**config.mk**
```make
export PLATFORM = sky130hd
export DESIGN_NAME = fp_mul_pipe
export DESIGN_NICKNAME = d
export VERILOG_FILES = /design/src/rtl/fpm_pkg.sv /design/src/rtl/fpm_ctrl.sv /design/src/rtl/fpm_unpack.sv /design/src/rtl/fpm_datapath.sv /design/src/rtl/fp_mul_pipe.sv
export SDC_FILE = /design/constraint.sdc
export NUM_CORES = 2
export LEC_CHECK = 0
export BUFFER_PORTS_ARGS = -buffer_cell sky130_fd_sc_hd__clkbuf_2
export CAP_MARGIN = 0
export CORE_MARGIN = 2
export CORE_UTILIZATION = 45
export DETAILED_ROUTE_END_ITERATION = 12
export SETUP_SLACK_MARGIN = 0.3
export SYNTH_ARGS = -nofsm -noshare
export SYNTH_HDL_FRONTEND = slang
export SYNTH_SLANG_ARGS = --single-unit
```
**constraint.sdc**
```tcl
create_clock -name clk -period 8.97 [get_ports clk]
set_input_delay 1.3455 -clock clk [delete_from_list [all_inputs] [get_ports clk]]
set_output_delay 1.3455 -clock clk [all_outputs]
set_load 0.02 [all_outputs]
```
**src/rtl/fpm_pkg.sv**
```systemverilog
package fpm_pkg;

  // Fixed depth of the pipeline, in clock edges from accept to result.
  localparam int unsigned PIPE_LATENCY = 4;

  typedef enum logic [2:0] {
    ST_ZERO      = 3'b000,
    ST_OVERFLOW  = 3'b001,
    ST_UNDERFLOW = 3'b010,
    ST_NORMAL    = 3'b011
  } fpStatus_e;

  // Per-stage load strobes issued by the control to the datapath.
  typedef struct packed {
    logic unpackEn;
    logic arithEn;
    logic normEn;
    logic packEn;
  } stageCtl_t;

endpackage

```
**src/rtl/fpm_ctrl.sv**
```systemverilog
module fpm_ctrl
  import fpm_pkg::*;
(
  input  logic      clk,
  input  logic      rstN,
  input  logic      inValid,
  output stageCtl_t ctl,
  output logic      outValid
);

  localparam int unsigned LAT = PIPE_LATENCY;

  logic [LAT-1:0] vldPipe;

  always_ff @(posedge clk or negedge rstN) begin
    if (!rstN) vldPipe <= '0;
    else       vldPipe <= {vldPipe[LAT-2:0], inValid};
  end

  always_comb begin
    ctl.unpackEn = inValid;
    ctl.arithEn  = vldPipe[0];
    ctl.normEn   = vldPipe[1];
    ctl.packEn   = vldPipe[2];
  end

  assign outValid = vldPipe[LAT-1];

endmodule

```
**src/rtl/fpm_unpack.sv**
```systemverilog
module fpm_unpack #(
  parameter int unsigned EXP_W  = 8,
  parameter int unsigned FRAC_W = 23
) (
  input  logic                      clk,
  input  logic                      rstN,
  input  logic                      en,
  input  logic [EXP_W+FRAC_W:0]     word,
  output logic                      sign,
  output logic [EXP_W-1:0]          expo,
  output logic [FRAC_W:0]           mant,
  output logic                      isZero
);

  localparam int unsigned WORD_W = 1 + EXP_W + FRAC_W;

  logic [EXP_W-1:0] expField;
  assign expField = word[WORD_W-2 -: EXP_W];

  always_ff @(posedge clk or negedge rstN) begin
    if (!rstN) begin
      sign   <= 1'b0;
      expo   <= '0;
      mant   <= '0;
      isZero <= 1'b0;
    end else if (en) begin
      sign   <= word[WORD_W-1];
      expo   <= expField;
      mant   <= {1'b1, word[FRAC_W-1:0]};
      isZero <= (expField == '0);
    end
  end

endmodule

```
**src/rtl/fpm_datapath.sv**
```systemverilog
module fpm_datapath
  import fpm_pkg::*;
#(
  parameter int unsigned EXP_W  = 8,
  parameter int unsigned FRAC_W = 23
) (
  input  logic                  clk,
  input  logic                  rstN,
  input  stageCtl_t             ctl,
  input  logic [EXP_W+FRAC_W:0] opA,
  input  logic [EXP_W+FRAC_W:0] opB,
  output logic [EXP_W+FRAC_W:0] product,
  output logic [2:0]            status
);

  localparam int unsigned WORD_W  = 1 + EXP_W + FRAC_W;
  localparam int unsigned MANT_W  = FRAC_W + 1;
  localparam int unsigned PROD_W  = 2 * MANT_W;
  localparam int unsigned EXT_W   = EXP_W + 2;
  localparam int unsigned BIAS    = (1 << (EXP_W - 1)) - 1;
  localparam int unsigned EXP_MAX = (1 << EXP_W) - 2;

  // ---------------- stage 1: unpack both operands ----------------
  logic [1:0][WORD_W-1:0] opIn;
  logic [1:0]             uSign;
  logic [1:0][EXP_W-1:0]  uExp;
  logic [1:0][MANT_W-1:0] uMant;
  logic [1:0]             uZero;

  assign opIn = {opB, opA};

  for (genvar g = 0; g < 2; g++) begin : g_unpack
    fpm_unpack #(.EXP_W(EXP_W), .FRAC_W(FRAC_W)) u_unp (
      .clk    (clk),
      .rstN   (rstN),
      .en     (ctl.unpackEn),
      .word   (opIn[g]),
      .sign   (uSign[g]),
      .expo   (uExp[g]),
      .mant   (uMant[g]),
      .isZero (uZero[g])
    );
  end

  // ---------------- stage 2: sign, exponent, mantissa product ----------------
  logic              aSign;
  logic [EXT_W-1:0]  aExp;
  logic [PROD_W-1:0] aProd;
  logic              aZero;

  always_ff @(posedge clk or negedge rstN) begin
    if (!rstN) begin
      aSign <= 1'b0;
      aExp  <= '0;
      aProd <= '0;
      aZero <= 1'b0;
    end else if (ctl.arithEn) begin
      aSign <= uSign[0] ^ uSign[1];
      aExp  <= EXT_W'(uExp[0]) + EXT_W'(uExp[1]) - EXT_W'(BIAS);
      aProd <= PROD_W'(uMant[0]) * PROD_W'(uMant[1]);
      aZero <= uZero[0] | uZero[1];
    end
  end

  // ---------------- stage 3: normalize ----------------
  logic              prodTop;
  logic [PROD_W-1:0] aligned;
  logic [FRAC_W-1:0] nFracNext;
  logic [EXT_W-1:0]  nExpNext;

  assign prodTop   = aProd[PROD_W-1];
  assign aligned   = prodTop ? (aProd >> MANT_W) : (aProd >> (MANT_W - 1));
  assign nFracNext = FRAC_W'(aligned);
  assign nExpNext  = prodTop ? (aExp + EXT_W'(1)) : aExp;

  logic              nSign;
  logic [EXT_W-1:0]  nExp;
  logic [FRAC_W-1:0] nFrac;
  logic              nZero;

  always_ff @(posedge clk or negedge rstN) begin
    if (!rstN) begin
      nSign <= 1'b0;
      nExp  <= '0;
      nFrac <= '0;
      nZero <= 1'b0;
    end else if (ctl.normEn) begin
      nSign <= aSign;
      nExp  <= nExpNext;
      nFrac <= nFracNext;
      nZero <= aZero;
    end
  end

  // ---------------- stage 4: classify and pack ----------------
  logic              expNeg;
  logic              expLow;
  logic              expHigh;
  fpStatus_e         stNext;
  logic [WORD_W-1:0] resNext;

  assign expNeg  = nExp[EXT_W-1];
  assign expLow  = expNeg || (nExp == '0);
  assign expHigh = !expNeg && (nExp > EXT_W'(EXP_MAX));

  always_comb begin
    if (nZero) begin
      stNext  = ST_ZERO;
      resNext = {nSign, {(WORD_W-1){1'b0}}};
    end else if (expHigh) begin
      stNext  = ST_OVERFLOW;
      resNext = {nSign, {EXP_W{1'b1}}, {FRAC_W{1'b0}}};
    end else if (expLow) begin
      stNext  = ST_UNDERFLOW;
      resNext = {nSign, {(WORD_W-1){1'b0}}};
    end else begin
      stNext  = ST_NORMAL;
      resNext = {nSign, nExp[EXP_W-1:0], nFrac};
    end
  end

  always_ff @(posedge clk or negedge rstN) begin
    if (!rstN) begin
      product <= '0;
      status  <= ST_ZERO;
    end else if (ctl.packEn) begin
      product <= resNext;
      status  <= stNext;
    end
  end

endmodule

```
**src/rtl/fp_mul_pipe.sv**
```systemverilog
module fp_mul_pipe
  import fpm_pkg::*;
#(
  parameter int unsigned EXP_W  = 8,
  parameter int unsigned FRAC_W = 23
) (
  input  logic                  clk,
  input  logic                  rstN,
  input  logic                  inValid,
  input  logic [EXP_W+FRAC_W:0] opA,
  input  logic [EXP_W+FRAC_W:0] opB,
  output logic                  outValid,
  output logic [EXP_W+FRAC_W:0] product,
  output logic [2:0]            status
);

  stageCtl_t ctl;

  fpm_ctrl u_ctrl (
    .clk      (clk),
    .rstN     (rstN),
    .inValid  (inValid),
    .ctl      (ctl),
    .outValid (outValid)
  );

  fpm_datapath #(.EXP_W(EXP_W), .FRAC_W(FRAC_W)) u_dp (
    .clk     (clk),
    .rstN    (rstN),
    .ctl     (ctl),
    .opA     (opA),
    .opB     (opB),
    .product (product),
    .status  (status)
  );

endmodule

```
Yosys cells after proc, flatten, opt, wreduce, memory -nomap -nowiden

Index checks and enable logic that the tools add are counted.
Widths: inputs -> output; s select.

Add/subtract/negate cells: 3
Bitwise logic cells: 2
Shift-type cells: 0
Reduce and logical (&&, ||, !) cells: 6
$mul: 1
$lt $le $gt $ge: 1
Divide/modulo/power cells: 0
Equal/unequal tests: 0
Mux-type cells: 8

Operators by type and width:

| kind                  | count |
|---|---|
| $mux 31               | 3 |
| $mul 24x24->48        | 1 |
| $mux 23               | 1 |
| $logic_not 8->1       | 2 |
| $add 10x1->10 const B | 1 |
| $gt 10x8->1 const B   | 1 |
| $logic_not 10->1      | 1 |
| $mux 10               | 1 |
| $sub 10x7->10 const B | 1 |
| $add 8x8->9           | 1 |
| $mux 3                | 2 |
| $logic_and 1x1->1     | 1 |
| $logic_not 1->1       | 1 |
| $logic_or 1x1->1      | 1 |
| $mux 1                | 1 |
| $or 1x1->1            | 1 |
| $xor 1x1->1           | 1 |

Memories kept: 0
Memory bits (read-only): 0
Word-level logic and storage cells: 40
Latch bits: 0
Flip-flop bits (word level): 202
Memory bits (writable): 0

Depth between registers and ports, before layout

Word-level depth: 5
Gate-level depth with buffers: 26
Depth with buffers taken out: 25

Modules after synthesis

From an unflattened synthesis, not the netlist that was laid out.

Cells, all modules: 2717
Area, all modules: 26197.6 um2

By module, submodules not included:

| module       | cells an instance | area an instance (um2) | times used |
|---|---|---|---|
| fpm_datapath | 2560              | 23227.3                | 1 |
| fpm_unpack   | 76                | 1431.4                 | 2 |
| fpm_ctrl     | 5                 | 107.6                  | 1 |

Worst setup path after synthesis

Ideal clock, no wire load.

Path kind: flip-flop to flip-flop
Start point: register u_dp.g_unpack[1].u_unp.mant[3]
End point: register u_dp.aProd[45]
Required time: 8.839 ns
Cell stages (with the launch flop): 25
Setup time: 0.131 ns
Path slack: 2.104 ns
Arrival time: 6.735 ns
Buffers on the path: 1
Path through: dfrtp_1 clkbuf_1 nand2_1 fa_1 inv_1 fa_1 inv_1 fa_1 inv_1 fa_1 fa_1 fa_1 inv_1 fa_1 inv_1 ha_1 nand3_1 or3_1 a211o_1 a211oi_2 o2111ai_1 a211o_1 a31oi_4 nor4_1 or3b_1

Cells in the longest elaborated chain, start to end: 1

Ends and longest elaborated chain:

| element                  | line               | text |
|---|---|---|
| start: declaration       | fpm_unpack.sv:11   | `output logic [FRAC_W:0] mant,` |
| start signal: assignment | fpm_unpack.sv:29   | `mant <= {1'b1, word[FRAC_W-1:0]};` |
| $mul 24x24->48           | fpm_datapath.sv:60 | `aProd <= PROD_W'(uMant[0]) * PROD_W'(uMant[1]);` |
| end signal: assignment   | fpm_datapath.sv:60 |  |
| end: declaration         | fpm_datapath.sv:48 | `logic [PROD_W-1:0] aProd;` |

Every way passes these cells.
A chain may end at the register's enable or synchronous reset.

Final worst setup path

Same ends and word-level chain as after synthesis.

==> results.tsv <==
stage	metric	value	unit
outcome	run status	complete, no violations	
sta	number of failing setup endpoints in the final timing report	0	
cts	maximum clock insertion buffer count	2	
sta	final hold violations	0	
sta	worst clock skew on the final layout	0.02182	ns
routing	wire length after detailed routing	65.71	mm
yosys	Post-Synthesis Cells	2770	
sta	slew at the pin with the worst max-slew slack	1.220	ns
global_routing	remaining global-route overflow	0	
critical_path	CP startpoint kind	register	
worst_hold_path	Min-Delay Path Class	register to register	
sta	worst slew margin relative to its limit	18.70	%
critical_path	Reg2Reg Capture Point	u_dp.aProd[45]	
die	die boundary height	244.8	um
global_routing	number of antenna violations at the first check in global routing	4	
placed_design	Port-buffer cells	101	
global_routing	largest net degree at the start of global routing	127	
die	horizontal die dimension	244.8	um
yosys	mean instance size in the synthesized netlist	9.420	um2
cts	CTS Hold Bufs	0	
critical_path	reg2reg setup slack	0.88	ns
sta	number of slew-limit violations in the final report	0	
die	core box area	57480	um2
critical_path	Most common cell on crit path	sky130_fd_sc_hd__fa_1	
yosys	top post-synthesis cells by area	sky130_fd_sc_hd__fa_1 (37%), sky130_fd_sc_hd__dfrtp_1 (17%), sky130_fd_sc_hd__ha_1 (8.6%)	
critical_path	CP Data Arrival Time	8.45	ns
yosys	cell area after synthesis	26090	um2
sta	final critical-path required period	8.087	ns
sta	unrepaired setup endpoints after global routing	no	
cts	number of buffers created by CTS	17	
worst_hold_path	beginning of the worst hold path	u_dp.nFrac[1]	
yosys	ys async rst share	100.0	%
yosys	Yosys warnings	0	
die	I/O pin count	103	
critical_path	cell-by-cell trace of the critical path	nand2_1 > fa_1 > inv_1 > fa_1 > inv_1 > fa_1 > fa_1 > inv_1 > fa_1 > fa_1 > inv_1 > fa_1 > inv_1 > ha_1 > a21oi_1 > o21ai_0 > a211oi_1 > o22ai_1 > o2111ai_1 > a211o_1 > a31oi_4 > o311ai_0 > or3b_1	
die	Starting Density	45.40	%
yosys	sequential area share after synthesis	16.98	%
routing	Routed WL per cell	18.43	um
yosys	Post-synth EDFFs	0	
routing	TritonRoute pass-1 iters	5	
cts	number of clock sinks seen by CTS	177	
yosys	number of distinct library cell variants in the gate-level netlist after synthesis	59	
cts	TritonCTS clock tree	yes	
global_routing	total routing usage reported by global routing	23.19	%
final_layout	Area growth, synth to finish	6.996	%
critical_path	highest-delay cell along the critical path	sky130_fd_sc_hd__dfrtp_1	
cts	setup bufs post-CTS	0	
critical_path	Worst Reg-to-Reg Cells	23	
critical_path	data required time of the critical path	9.33	ns
cts	Clock Pin Slew Worst Setup and Hold Paths	0.10	ns
die	Die Footprint	59920	um2
cts	H-tree level count	4	
routing	routed via count	18520	
die	Row Count	88	
run	total of max-cap violations	0	
final_layout	area occupied by multi-input gates	18910	um2
final_layout	NumNets Final	3515	
worst_hold_path	terminating pin of the worst hold path	u_dp.product[1]	
critical_path	r2r startpoint	u_dp.g_unpack[1].u_unp.mant[3]	
critical_path	maximum fanout count along the critical path	25	
final_layout	register area	4431	um2
routing	Antenna Nets Post-Route	0	
critical_path	crit path capture type	register	
yosys	post-synthesis cell type with the largest combined area	sky130_fd_sc_hd__fa_1	
cts	root buf cell	sky130_fd_sc_hd__clkbuf_16	
routing	vias per cell	5.194	
placed_design	detailed placement HPWL	50.90	mm
yosys	proportion of netlist area held by the largest area contributor	36.98	%
sta	upper clock frequency limit	123.7	MHz
routing	initial DRC count	1107	
final_layout	filler cell count in the final layout	5499	
placed_design	routability-driven placement congestion ratio	0.8850	
yosys	Synth top cells by count	sky130_fd_sc_hd__inv_1 (592), sky130_fd_sc_hd__fa_1 (482), sky130_fd_sc_hd__nand2_1 (368)	
routing	Remaining DRCs	0	
global_routing	first-pass GRT wire length	108.2	mm
final_layout	share of post-route cells with drive strength above 1	9.400	%
yosys	post-synthesis net count	3499	
sta	minimum hold slack	0.4865	ns
critical_path	Crit Path Category	register to register	
yosys	dominant synthesized flop cell	sky130_fd_sc_hd__dfrtp_1	
worst_hold_path	number of cells on the worst hold path	2	
critical_path	highest cell delay on the worst timing path	0.99	ns
cts	Skew-Pair Late Insertion Delay	0.50	ns
sta	accumulated negative setup slack	0	ns
yosys	most common cell in the netlist	sky130_fd_sc_hd__inv_1	
sta	Final period util	90.16	%
cts	cts repair resizes	0	
yosys	register bit count reported by yosys	177	
global_routing	vias in the first global route	20520	
## final cells by class
cell class / count / area share (%)
multi-input combinational: 1863 / 67.74
sequential: 177 / 15.87
inverter: 592 / 7.959
tap: 765 / 3.428
timing repair buffer: 135 / 2.765
clock buffer: 17 / 1.524
clock inverter: 14 / 0.6857
antenna: 3 / 0.02689
## worst max-delay path by stage
stage / from / endpoint / slack [ns] / depth (start not counted)
global route: u_dp.g_unpack[1].u_unp.mant[3] / u_dp.aProd[45] / 0.48 / 23
floorplan: u_dp.g_unpack[1].u_unp.mant[3] / u_dp.aProd[45] / 2.10 / 24
CTS: u_dp.g_unpack[1].u_unp.mant[3] / u_dp.aProd[45] / 0.89 / 23
finish: u_dp.g_unpack[1].u_unp.mant[3] / u_dp.aProd[45] / 0.88 / 23
detailed placement: u_dp.g_unpack[1].u_unp.mant[3] / u_dp.aProd[45] / 0.94 / 23
global placement: u_dp.g_unpack[0].u_unp.mant[16] / u_dp.aProd[45] / 1.21 / 22
## cells in the final DEF (no fill, tap or decap), types with 10 or more instances in the layout
cell	instances
sky130_fd_sc_hd__inv_1	592
sky130_fd_sc_hd__fa_1	482
sky130_fd_sc_hd__nand2_1	368
sky130_fd_sc_hd__and2_1	287
sky130_fd_sc_hd__ha_1	180
sky130_fd_sc_hd__dfrtp_1	176
sky130_fd_sc_hd__clkbuf_2	99
sky130_fd_sc_hd__mux2_2	88
sky130_fd_sc_hd__a21oi_1	84
sky130_fd_sc_hd__nor2_1	78
sky130_fd_sc_hd__o21ai_0	53
sky130_fd_sc_hd__buf_4	35
sky130_fd_sc_hd__mux2i_1	24
sky130_fd_sc_hd__xnor2_1	23
sky130_fd_sc_hd__nand3_1	22
sky130_fd_sc_hd__xor2_1	21
sky130_fd_sc_hd__a21o_1	19
sky130_fd_sc_hd__clkbuf_16	17
sky130_fd_sc_hd__and3_1	12
sky130_fd_sc_hd__nand4_1	11
sky130_fd_sc_hd__o22ai_1	10
## stage by stage
stage	std cells	cell area (um2)	worst slack (ns)	utilization, %
after floorplan	2770	26090	2.104	-
after global placement	3532	27290	1.214	47.49
after detailed placement	3532	27290	0.9414	47.49
after CTS	3563	27910	0.8865	48.56
after global routing	3565	27920	0.4777	48.57
final	3566	27920	0.8827	48.57
## routing by layer
metal	vias up	track usage [%]	routed length, um
li1	8379	-	-
met1	9617	28.54	26490
met2	419	41.47	34520
met3	108	2.985	2585
met4	0	8.788	2105
met5	-	0	0
## state kept, by name, summed over array words and instances, names as in the netlist
signal,cells
u_dp.g_unpack.u_unp.mant,47
u_dp.aProd,25
u_dp.aSign,1
u_dp.nExp,10
u_dp.g_unpack.u_unp.isZero,2
u_dp.nSign,1
u_dp.product,32
u_dp.nFrac,23
u_dp.aZero,1
u_ctrl.vldPipe,4
u_dp.nZero,1
u_dp.g_unpack.u_unp.sign,2
u_dp.status,2
u_dp.aExp,10
u_dp.g_unpack.u_unp.expo,16
## worst max-delay path, delay by kind of cell (launching register included)
family,cells,cell delay (ns)
AO/OA/AOI/OAI,8,2.12
adder cells (fa/ha/maj),8,3.93
buffers and inverters,5,0.25
flip-flops,1,0.99
AND/OR/NAND/NOR,2,0.63
## cells by family (layout without fill, tap and decap cells)
group,count (synthesis),count (layout),synth area share (%)
buf+inv,730,758,10.54
mux,112,112,4.719
flops,177,177,16.98
other cells,1,4,0.01437
simple gates,820,820,15.38
compound gates,224,224,5.280
fa+ha+maj,662,662,45.61
xor+xnor,44,44,1.477
Power is left out: the tool's default activity adds up to more than one toggle a clock period on the data nets, which glitch-free logic cannot reach.
